===== src/rtl/int_alu_pkg.sv =====
package int_alu_pkg;
  typedef enum logic [3:0] {
    OP_ADD  = 4'd0,
    OP_ADDU = 4'd1,
    OP_SUB  = 4'd2,
    OP_SUBU = 4'd3,
    OP_AND  = 4'd4,
    OP_OR   = 4'd5,
    OP_XOR  = 4'd6,
    OP_NOR  = 4'd7,
    OP_SLT  = 4'd8,
    OP_SLTU = 4'd9,
    OP_SLL  = 4'd10,
    OP_SRL  = 4'd11,
    OP_SRA  = 4'd12,
    OP_LUI  = 4'd13,
    OP_RSV0 = 4'd14,
    OP_RSV1 = 4'd15
  } alu_op_e;

  typedef enum logic [1:0] {
    SH_LEFT  = 2'd0,
    SH_RLOG  = 2'd1,
    SH_RARI  = 2'd2
  } shift_kind_e;
endpackage


===== src/rtl/int_alu_operand.sv =====
module int_alu_operand #(
  parameter int DATA_W  = 32,
  parameter int IMM_W   = 16,
  parameter int SHAMT_W = 5
) (
  input  logic [DATA_W-1:0]  b_i,
  input  logic [IMM_W-1:0]   imm_i,
  input  logic [SHAMT_W-1:0] shamt_i,
  input  logic               imm_sel_i,
  output logic [DATA_W-1:0]  b_arith_o,
  output logic [DATA_W-1:0]  b_logic_o,
  output logic [SHAMT_W-1:0] amt_o
);
  localparam int EXT_W = DATA_W - IMM_W;

  logic [DATA_W-1:0] imm_sext;
  logic [DATA_W-1:0] imm_zext;

  assign imm_sext  = {{EXT_W{imm_i[IMM_W-1]}}, imm_i};
  assign imm_zext  = {{EXT_W{1'b0}}, imm_i};
  assign b_arith_o = imm_sel_i ? imm_sext : b_i;
  assign b_logic_o = imm_sel_i ? imm_zext : b_i;
  assign amt_o     = imm_sel_i ? shamt_i : b_i[SHAMT_W-1:0];

  always_comb begin
    // zero extension leaves the upper part clear
    if (imm_sel_i) begin
      a_r4_zext_upper: assert (b_logic_o[DATA_W-1:IMM_W] == '0);
    end
    // sign extension replicates immediate bit 15
    if (imm_sel_i) begin
      a_r5_sext_upper: assert (b_arith_o[DATA_W-1] == imm_i[IMM_W-1]);
    end
  end
endmodule


===== src/rtl/int_alu_addsub.sv =====
module int_alu_addsub #(
  parameter int DATA_W = 32
) (
  input  logic [DATA_W-1:0] a_i,
  input  logic [DATA_W-1:0] b_i,
  input  logic              sub_i,
  output logic [DATA_W-1:0] sum_o,
  output logic              ovf_o,
  output logic              lt_s_o,
  output logic              lt_u_o
);
  localparam int MSB = DATA_W - 1;

  logic [DATA_W-1:0] b_eff;
  logic [DATA_W:0]   wide;

  assign b_eff  = sub_i ? ~b_i : b_i;
  assign wide   = {1'b0, a_i} + {1'b0, b_eff} + {{DATA_W{1'b0}}, sub_i};
  assign sum_o  = wide[MSB:0];
  // same-sign operands giving a different-sign result
  assign ovf_o  = (a_i[MSB] == b_eff[MSB]) && (sum_o[MSB] != a_i[MSB]);
  assign lt_s_o = sum_o[MSB] ^ ovf_o;
  assign lt_u_o = ~wide[DATA_W];

  always_comb begin
    // add overflow needs operands of equal sign
    if (ovf_o && !sub_i) begin
      a_r1_add_ovf_signs: assert (a_i[MSB] == b_i[MSB]);
    end
    // subtract overflow needs operands of opposite sign
    if (ovf_o && sub_i) begin
      a_r1_sub_ovf_signs: assert (a_i[MSB] != b_i[MSB]);
    end
    // equal operands are never less-than
    if (sub_i && (a_i == b_i)) begin
      a_r6_equal_not_less: assert (!lt_s_o && !lt_u_o);
    end
  end
endmodule


===== src/rtl/int_alu_logic.sv =====
module int_alu_logic #(
  parameter int DATA_W = 32
) (
  input  logic [DATA_W-1:0] a_i,
  input  logic [DATA_W-1:0] b_i,
  input  logic [1:0]        fn_i,
  output logic [DATA_W-1:0] y_o
);
  always_comb begin
    unique case (fn_i)
      2'd0:    y_o = a_i & b_i;
      2'd1:    y_o = a_i | b_i;
      2'd2:    y_o = a_i ^ b_i;
      default: y_o = ~(a_i | b_i);
    endcase
  end

  always_comb begin
    // NOR result never shares a set bit with either operand
    if (fn_i == 2'd3) begin
      a_r10_nor_disjoint: assert ((y_o & (a_i | b_i)) == '0);
    end
  end
endmodule


===== src/rtl/int_alu_shifter.sv =====
module int_alu_shifter
  import int_alu_pkg::*;
#(
  parameter int DATA_W  = 32,
  parameter int SHAMT_W = 5
) (
  input  logic [DATA_W-1:0]  a_i,
  input  logic [SHAMT_W-1:0] amt_i,
  input  shift_kind_e        kind_i,
  output logic [DATA_W-1:0]  y_o
);
  localparam int MSB = DATA_W - 1;

  logic                            go_left;
  logic                            fill;
  logic [SHAMT_W:0][DATA_W-1:0]    stg;

  assign go_left = (kind_i == SH_LEFT);
  assign fill    = (kind_i == SH_RARI) & a_i[MSB];
  assign stg[0]  = a_i;

  for (genvar i = 0; i < SHAMT_W; i++) begin : g_stage
    localparam int S = 1 << i;
    logic [DATA_W-1:0] shl;
    logic [DATA_W-1:0] shr;
    assign shl        = {stg[i][MSB-S:0], {S{1'b0}}};
    assign shr        = {{S{fill}}, stg[i][MSB:S]};
    assign stg[i+1]   = !amt_i[i] ? stg[i] : (go_left ? shl : shr);
  end

  assign y_o = stg[SHAMT_W];

  always_comb begin
    // arithmetic right shift of a negative value stays negative
    if (kind_i == SH_RARI) begin
      a_r7_sra_sign_fill: assert (y_o[MSB] == a_i[MSB]);
    end
    // logical right shift by a nonzero amount clears the top bit
    if ((kind_i == SH_RLOG) && (amt_i != '0)) begin
      a_r7_srl_zero_fill: assert (!y_o[MSB]);
    end
    // left shift by a nonzero amount clears bit 0
    if ((kind_i == SH_LEFT) && (amt_i != '0)) begin
      a_r7_sll_zero_fill: assert (!y_o[0]);
    end
  end
endmodule


===== src/rtl/int_alu.sv =====
module int_alu
  import int_alu_pkg::*;
#(
  parameter int DATA_W  = 32,
  parameter int IMM_W   = 16,
  parameter int SHAMT_W = $clog2(DATA_W)
) (
  input  logic [3:0]         op_i,
  input  logic [DATA_W-1:0]  a_i,
  input  logic [DATA_W-1:0]  b_i,
  input  logic [SHAMT_W-1:0] shamt_i,
  input  logic [IMM_W-1:0]   imm_i,
  input  logic               imm_sel_i,
  output logic [DATA_W-1:0]  result_o,
  output logic               ovf_o
);
  localparam int LOW_W = DATA_W - IMM_W;

  alu_op_e           op;
  logic [DATA_W-1:0] b_arith;
  logic [DATA_W-1:0] b_logic;
  logic [SHAMT_W-1:0] amt;
  logic              do_sub;
  logic [DATA_W-1:0] sum;
  logic              raw_ovf;
  logic              lt_s;
  logic              lt_u;
  logic [DATA_W-1:0] logic_y;
  logic [DATA_W-1:0] shift_y;
  shift_kind_e       sh_kind;
  logic              trap_op;

  assign op = alu_op_e'(op_i);

  int_alu_operand #(
    .DATA_W (DATA_W),
    .IMM_W  (IMM_W),
    .SHAMT_W(SHAMT_W)
  ) u_operand (
    .b_i      (b_i),
    .imm_i    (imm_i),
    .shamt_i  (shamt_i),
    .imm_sel_i(imm_sel_i),
    .b_arith_o(b_arith),
    .b_logic_o(b_logic),
    .amt_o    (amt)
  );

  assign do_sub = (op == OP_SUB) || (op == OP_SUBU) || (op == OP_SLT) || (op == OP_SLTU);

  int_alu_addsub #(
    .DATA_W(DATA_W)
  ) u_addsub (
    .a_i   (a_i),
    .b_i   (b_arith),
    .sub_i (do_sub),
    .sum_o (sum),
    .ovf_o (raw_ovf),
    .lt_s_o(lt_s),
    .lt_u_o(lt_u)
  );

  int_alu_logic #(
    .DATA_W(DATA_W)
  ) u_logic (
    .a_i (a_i),
    .b_i (b_logic),
    .fn_i(op_i[1:0]),
    .y_o (logic_y)
  );

  always_comb begin
    unique case (op)
      OP_SRL:  sh_kind = SH_RLOG;
      OP_SRA:  sh_kind = SH_RARI;
      default: sh_kind = SH_LEFT;
    endcase
  end

  int_alu_shifter #(
    .DATA_W (DATA_W),
    .SHAMT_W(SHAMT_W)
  ) u_shifter (
    .a_i   (a_i),
    .amt_i (amt),
    .kind_i(sh_kind),
    .y_o   (shift_y)
  );

  assign trap_op = (op == OP_ADD) || (op == OP_SUB);
  assign ovf_o   = trap_op & raw_ovf;

  always_comb begin
    unique case (op)
      OP_ADD, OP_ADDU, OP_SUB, OP_SUBU: result_o = sum;
      OP_AND, OP_OR, OP_XOR, OP_NOR:    result_o = logic_y;
      OP_SLT:                           result_o = {{(DATA_W-1){1'b0}}, lt_s};
      OP_SLTU:                          result_o = {{(DATA_W-1){1'b0}}, lt_u};
      OP_SLL, OP_SRL, OP_SRA:           result_o = shift_y;
      OP_LUI:                           result_o = {imm_i, {LOW_W{1'b0}}};
      default:                          result_o = '0;
    endcase
  end

  always_comb begin
    // compare results are a single bit wide
    if ((op == OP_SLT) || (op == OP_SLTU)) begin
      a_r6_compare_bool: assert (result_o[DATA_W-1:1] == '0);
    end
    // LUI lower half is zero
    if (op == OP_LUI) begin
      a_r9_lui_low_zero: assert (result_o[LOW_W-1:0] == '0);
    end
    // only the trapping add and subtract may flag overflow
    if (ovf_o) begin
      a_r3_no_overflow: assert ((op_i == 4'd0) || (op_i == 4'd2));
    end
    // unused codes yield zero
    if (op_i >= 4'd14) begin
      a_r11_unused_zero: assert ((result_o == '0) && !ovf_o);
    end
  end
endmodule


===== config.mk =====
export PLATFORM = sky130hd
export DESIGN_NAME = int_alu
export DESIGN_NICKNAME = d
export VERILOG_FILES = /design/src/rtl/int_alu_pkg.sv /design/src/rtl/int_alu_operand.sv /design/src/rtl/int_alu_addsub.sv /design/src/rtl/int_alu_logic.sv /design/src/rtl/int_alu_shifter.sv /design/src/rtl/int_alu.sv
export SDC_FILE = /design/constraint.sdc
export NUM_CORES = 1
export LEC_CHECK = 0
export BUFFER_PORTS_ARGS = -buffer_cell sky130_fd_sc_hd__buf_4
export CAP_MARGIN = 30
export CORE_ASPECT_RATIO = 0.8
export CORE_MARGIN = 4
export CORE_UTILIZATION = 24
export DETAILED_ROUTE_END_ITERATION = 10
export MAX_ROUTING_LAYER = met4
export SLEW_MARGIN = 20
export SYNTH_ARGS = -nofsm -noshare
export SYNTH_HDL_FRONTEND = slang
export SYNTH_SLANG_ARGS = --single-unit

===== constraint.sdc =====
create_clock -name vclk -period 7.1
set_input_delay 1.42 -clock vclk [all_inputs]
set_output_delay 1.42 -clock vclk [all_outputs]
set_load 0.01 [all_outputs]

After elaboration in Yosys (flattened, before gate mapping):

Cells that the tools add are included.

* add/sub/neg operators: 2
* reduce and logical (&&, ||, !) cells: 11
* bitwise operators: 9
* shift operators: 0
* div/mod/pow operators: 0
* equal/unequal tests: 18
* $mul: 0
* multiplexer cells: 17
* order comparisons: 0

Operator list (number)
* $mux 32: 13
* $pmux 32 s6: 1
* $pmux 32 s3: 1
* $not 32->32: 2
* $add 32x32->33: 1
* $add 33x1->33: 1
* $and 32x32->32: 1
* $or 32x32->32: 1
* $xor 32x32->32: 1
* $eq 4x4->1 const B: 6
* $eq 4x3->1 const B: 4
* $eq 4x2->1 const B: 2
* $reduce_or 4->1: 2
* $mux 5: 1
* $eq 2x2->1 const B: 2
* $eq 4x1->1 const B: 1
* $logic_not 2->1: 2
* $logic_not 4->1: 1
* $logic_or 1x1->1: 4
* $pmux 2 s2: 1
* $reduce_or 3->1: 1
* $and 1x1->1: 2
* $eq 2x1->1 const B: 1
* $eq 1x1->1: 1
* other kinds (4): 4

* bits in writable memories: 0
* output and inout port bits: 33
* register bits: 0
* word-level logic and storage cells: 57
* memories kept: 0
* ROM bits: 0
* bits in latches: 0
* input bits: 90

Depth between registers and ports, before layout:

Gate-level depths: netlist (run 1).

* depth after elaboration: 15
* depth in mapped cells: 20
* gate-level depth less buffers: 14

Hierarchy:

Synthesis (run 1) repeated with hierarchy kept, for this count alone.

* cells, all modules: 1493
* area total of the unflattened synthesis: 10872.9 µm²

Modules (own cells, without submodules)
* int_alu_shifter: sequential area each 0.0 µm², cells each 713, instances 1, area an instance 4738.3 µm²
* int_alu_logic: sequential area each 0.0 µm², cells each 306, instances 1, area an instance 2242.2 µm²
* int_alu_addsub: sequential area each 0.0 µm², cells each 293, instances 1, area an instance 2147.1 µm²
* int_alu: sequential area each 0.0 µm², cells each 105, instances 1, area an instance 888.4 µm²
* int_alu_operand: sequential area each 0.0 µm², cells each 76, instances 1, area an instance 857.1 µm²

Worst setup path after synthesis (run 1):

OpenSTA, ideal clock, no wires.

* path kind: input to output
* from: in imm_sel_i
* to: out result_o[0]
* buffers on the path: 4
* data required time: 5.680 ns
* data arrival time: 4.968 ns
* stages: 14
* slack: 0.712 ns
* cells stage by stage: buf_6 buf_2 buf_2 buf_1 mux2i_1 xnor2_1 ha_1 o21a_1 o211ai_1 o31ai_4 a21oi_2 o41ai_4 a31oi_1 a311o_1

* longest elaborated chain between the ends: 11
* elaborated cells between the ends (all ways): 27
* classes of those cells: add/sub: 2; eq/ne: 2; mux: 15; bitwise: 7; reduce/logical: 1

RTL lines
* start, declared: line int_alu.sv:13 `input logic imm_sel_i,`
* branches (longest 10 deep; another with $add 32x32->33)
* $pmux 32 s6 (*): line int_alu.sv:94 `unique case (op)`
* end, declared: line int_alu.sv:14 `output logic [DATA_W-1:0] result_o,`

Every way passes the cells marked *.

Worst setup path in the final report (run 1):

Ends and elaborated chain as after synthesis.

==> results of run 1 <==
[cell type report]
type,count,area [um^2],area share [%]
Antenna cell,2,5.00,0.0463
Multi-Input combinational cell,1195,8370,77.5
Inverter,71,267,2.47
Tap cell,487,609,5.64
Timing Repair Buffer,195,1550,14.4
[cells by family after synthesis]
| family | Yosys count | share of synthesized area (%) |
|---|---|---|
| buf+inv | 186 | 8.56 |
| compound gates | 521 | 38.8 |
| simple gates | 408 | 21.2 |
| fa+ha+maj | 97 | 13.4 |
| mux | 84 | 9.83 |
| xor+xnor | 85 | 8.19 |
[path summary, 6_finish.rpt]
path            to  depth (start not counted)
max    result_o[0]                         13
min   result_o[17]                          4
[placed cells by master, fill, tap and decap left out, types with 11 or more instances in the layout]
master | Yosys | layout
a211oi_1 | 33 | 33
a21o_1 | 22 | 22
a21oi_1 | 105 | 105
a22oi_1 | 14 | 14
a31oi_1 | 37 | 37
buf_4 | 2 | 186
ha_1 | 96 | 96
inv_1 | 69 | 69
mux2_2 | 11 | 12
mux2i_1 | 69 | 65
nand2_1 | 150 | 149
nand3_1 | 38 | 38
nor2_1 | 97 | 97
nor2b_1 | 16 | 16
nor3_1 | 36 | 36
nor4_1 | 11 | 11
o211ai_1 | 48 | 48
o21ai_0 | 97 | 97
o21ai_1 | 17 | 17
o22ai_1 | 15 | 15
o31ai_1 | 14 | 14
xnor2_1 | 66 | 66
xor2_1 | 19 | 19
[routing by layer]
layer,routed length [um],share of wire [%]
met1,22400,43
met2,21200,41
met3,6500,13
met4,1830,3.5
met5,0,0
[metrics by stage]
step / hold slack [ns] / setup WS [ns] / instance area, um^2 / std cells
finish: 3.23 / 0.541 / 10800 / 1950
global route: 3.25 / 0.278 / 10800 / 1950
CTS: 3.25 / 0.549 / 10800 / 1946
detailed placement: 3.24 / 0.552 / 10800 / 1946
global placement: 3.24 / 0.634 / 10800 / 1946
floorplan: 2.99 / 0.712 / 9090 / 1381
[worst max-delay path, cell delays in order]
cell and delay [ns]:
buf_4 0.38, buf_4 0.30, mux2i_1 0.35, xnor2_1 0.11
ha_1 0.39, o21a_1 0.15, o211ai_1 0.15, o31ai_4 0.35
a21oi_2 0.15, o41ai_4 0.63, a31oi_1 0.16, a311o_1 0.42
buf_4 0.16
==> flow_summary.yaml, run 1 <==
route:
  num_vias: 11900
  wl_per_cell_um: 26.6
  dr.first_iter.drc_count: 1617
  firstDrtPassIters: 6
  post_drt_via_cell_ratio: 6.09
  antenna_left: 0
  drt_wl_total_um: 51900
  drc: 0
global_routing:
  grt_usage_pct: 24.5
  antenna_found_initial: 2
  overflow: 0
  grt_pass1_vias: 10900
  met1_usage_pct: 33.9
  busiest_layer: "met2"
  globalRouteMet2Util_pct: 34.5
  grtUsageMet3_pct: 7.45
  grt_pass1_wl_um: 74900
  grt_max_degree: 76
clock_tree:
  ctsHoldBuffers: 0
  postCtsSetupRepairBufs: 0
  postCtsResizedCells: 0
setup_path:
  worstSetupEndpointType: "primary output"
  arrival_ns: 5.14
  cp-start-kind: "input port"
  timing.critical_path.from: "imm_sel_i"
  required_ns: 5.68
  crit_type: "input port to primary output"
  cp_max_fo: 24
die:
  start_util_pct: 24.4
  std_cell_rows: 63
  die_h_um: 182
  die_w_um: 226
  die_area_um2: 41100
  io_pins: 123
  core_um2: 37200
yosys:
  synth_top_area_cell: "ha_1"
  synth_top_area_share_pct: 13.2
  yosysSeqAreaShare_pct: 0
  synth.distinct_cells: 91
  synthTopCellsByCount: "nand2_1, a21oi_1, nor2_1, o21ai_0, ha_1"
  synth_area_um2: 9090
  synth.net_count: 1568
  synth.area.top_cells: "ha_1, mux2i_1, xnor2_1"
  avgSynthCellArea_um2: 6.58
  synth.most_common_cell: "nand2_1"
  synth_warnings: 0
  syn_inst: 1381
timing:
  fmax_ghz: 0.152
  slew_headroom_pct: 35.3
  setup_viol: 0
  hold_viol: 0
  min_period_ns: 6.56
  worst_slew_pin_slew_ns: 0.966
  rsz0062_at_grt: "no"
  maxSlewViolCount: 0
  fin_crit_sh_pct: 92.4
  fin_tns_setup_ns: 0
final_layout:
  synthToLayoutAreaGrowth_pct: 18.8
  layout.clock_buffers: 0
  fillCellCount: 4199
  seq_cell_count: 0
  nets: 1650
  drive_gt1_share_pct: 16.6
  seq_area_um2: 0
  final_core_util_pct: 29.0
placement:
  dpl.hpwl_um: 41900
  gp_congestion: 1.06
  portBuffers: 123
run_status:
  outcome: "finished clean"
hold_path:
  hp-start: "imm_i[1]"
  hold_class: "input port to primary output"
job:
  cap_violations: 0
==> inputs of run 2 (changes only) <==
--- a/config.mk
+++ b/config.mk
@@ -12,6 +12,7 @@
 export CORE_UTILIZATION = 24
 export DETAILED_ROUTE_END_ITERATION = 10
 export MAX_ROUTING_LAYER = met4
+export REMOVE_ABC_BUFFERS = 1
 export SLEW_MARGIN = 20
 export SYNTH_ARGS = -nofsm -noshare
 export SYNTH_HDL_FRONTEND = slang
==> constraint.sdc (replaced) <==
create_clock -name vclk -period 7
set_input_delay 1.4 -clock vclk [all_inputs]
set_output_delay 1.4 -clock vclk [all_outputs]
set_load 0.01 [all_outputs]
==> run 2 against run 1 <==
Final cell count is 0.87% higher; first-iteration DRC count is 10% higher; sequential share of layout area stayed put; via count is 1.7% higher; die area stayed put; non-clock buffer count is 18 higher; wire length is 7.7% higher; critical path type unchanged.
==> flow_summary.yaml, run 2 (same netlist as run 1, synthesis figures left out) <==
clock_tree:
  postCtsSetupRepairBufs: 0
  postCtsResizedCells: 0
  ctsHoldBuffers: 0
final_layout:
  design_area_um2: 10900
  mostFrequentLayoutCells: "buf_4, nand2_1, a21oi_1, nor2_1, o21ai_0"
  fillCellCount: 4133
  synthToLayoutAreaGrowth_pct: 20.1
  nets: 1668
  fin_cells: 1967
  layout.clock_buffers: 0
  seq_area_um2: 0
  drive_gt1_share_pct: 17.6
  final_common_cell: "buf_4"
  multiInputGateArea_um2: 8370
  seq_cell_count: 0
setup_path:
  cpLargestDelayFamily: "compound AO/OA/AOI/OAI gates"
  critPathMaxStageDelay_ns: 0.72
  arrival_ns: 5.39
  cp-start-kind: "input port"
  cp_max_fo: 25
  critPathSlowestCell: "o41ai_4"
  worstSetupEndpointType: "primary output"
  worstPathCellList: "buf_4 > mux2i_1 > xnor2_1 > ha_1 > nand3_1 > o21ai_2 > a41oi_4 > o31ai_4 > a21oi_2 > o41ai_4 > mux2i_1 > a221o_1 > buf_4"
  crit_buf_inv: 2
  required_ns: 5.60
  crit_type: "input port to primary output"
power_and_ir_drop:
  p_switching_mw: 0.860
  p_sw_share_pct: 62.8
  combPwrFrac_pct: 100.0
  p_leak_nw: 4.79
  pwr-share-seq_pct: 0
  power.share.clock_pct: 0
  p_int_mw: 0.509
  vdd_drop_max_mv: 0.0554
  power_per_cell_area_nw_per_um2: 125
  p_total_mw: 1.37
die:
  die_area_um2: 41100
  start_util_pct: 24.4
  die_w_um: 226
  std_cell_rows: 63
  die_h_um: 182
  io_pins: 123
  core_um2: 37200
route:
  num_vias: 12100
  dr.first_iter.drc_count: 1783
  firstDrtPassIters: 6
  post_drt_via_cell_ratio: 6.14
  drc: 0
  antenna_left: 0
  drt_wl_total_um: 55900
  wl_per_cell_um: 28.4
global_routing:
  antenna_found_initial: 1
  grt_pass1_wl_um: 79900
  grt_max_degree: 54
  grt_usage_pct: 26.5
  grt_pass1_vias: 11300
  overflow: 0
timing:
  fmax_ghz: 0.147
  maxSlewViolCount: 0
  rsz0062_at_grt: "no"
  setup_viol: 0
  slew_headroom_pct: 30.2
  worst_slew_pin_slew_ns: 1.04
  min_period_ns: 6.79
  fin_crit_sh_pct: 97.0
  hold_viol: 0
placement:
  placed_cell_area_um2: 10900
  portBuffers: 123
  dpl.hpwl_um: 45400
  dp.cells: 1966
  gp_congestion: 1.08
run_status:
  outcome: "finished clean"
job:
  cap_violations: 0
hold_path:
  hold_class: "input port to primary output"
## run 2: worst min-delay path, stage by stage
cell and delay, ns:
buf_4 0.13, a22oi_1 0.09, o211ai_1 0.12, buf_4 0.14
## run 2: final cells by class
type	count	area share, %
repair buffers	213	15.3
inverters	71	2.44
well taps	487	5.58
multi-input cells	1195	76.6
diodes	1	0.0229
## run 2: final timing paths
path | from | depth (start not counted) | end | slack [ns]
worst max-delay path | imm_sel_i | 13 | result_o[27] | 0.21
worst min-delay path | imm_i[5] | 4 | result_o[21] | 3.28
## run 2: metrics by stage
step / hold WS (ns) / TNS (ns) / util [%] / setup slack (ns)
floorplan: 2.93 / -8.68 / - / -0.420
global placement: 3.29 / 0 / 29.3 / 0.344
detailed placement: 3.28 / 0 / 29.3 / 0.271
CTS: 3.29 / 0 / 29.3 / 0.261
global route: 3.27 / 0 / 29.3 / 0.00543
finish: 3.28 / 0 / 29.3 / 0.212
## run 2: power groups by stage
stage / Clock [mW] / Combinational, mW / Sequential, mW
detailed placement: 0 / 1.32 / 0
global route: 0.00000000525 / 1.44 / 0
finish: 0.00000000627 / 1.37 / 0
CTS: 0 / 1.33 / 0
global placement: 0 / 1.32 / 0
floorplan: 0 / 0.742 / 0
## run 2: layer usage
metal  up-vias  routed length [um]  global-route usage, %
li1       5376                   -                      -
met1      5854               25600                   39.1
met2       767               23000                   37.9
met3        71                5980                   4.78
met4         0                1280                   4.73
met5         -                   0                      -
Power figures use the tool's default switching activity.
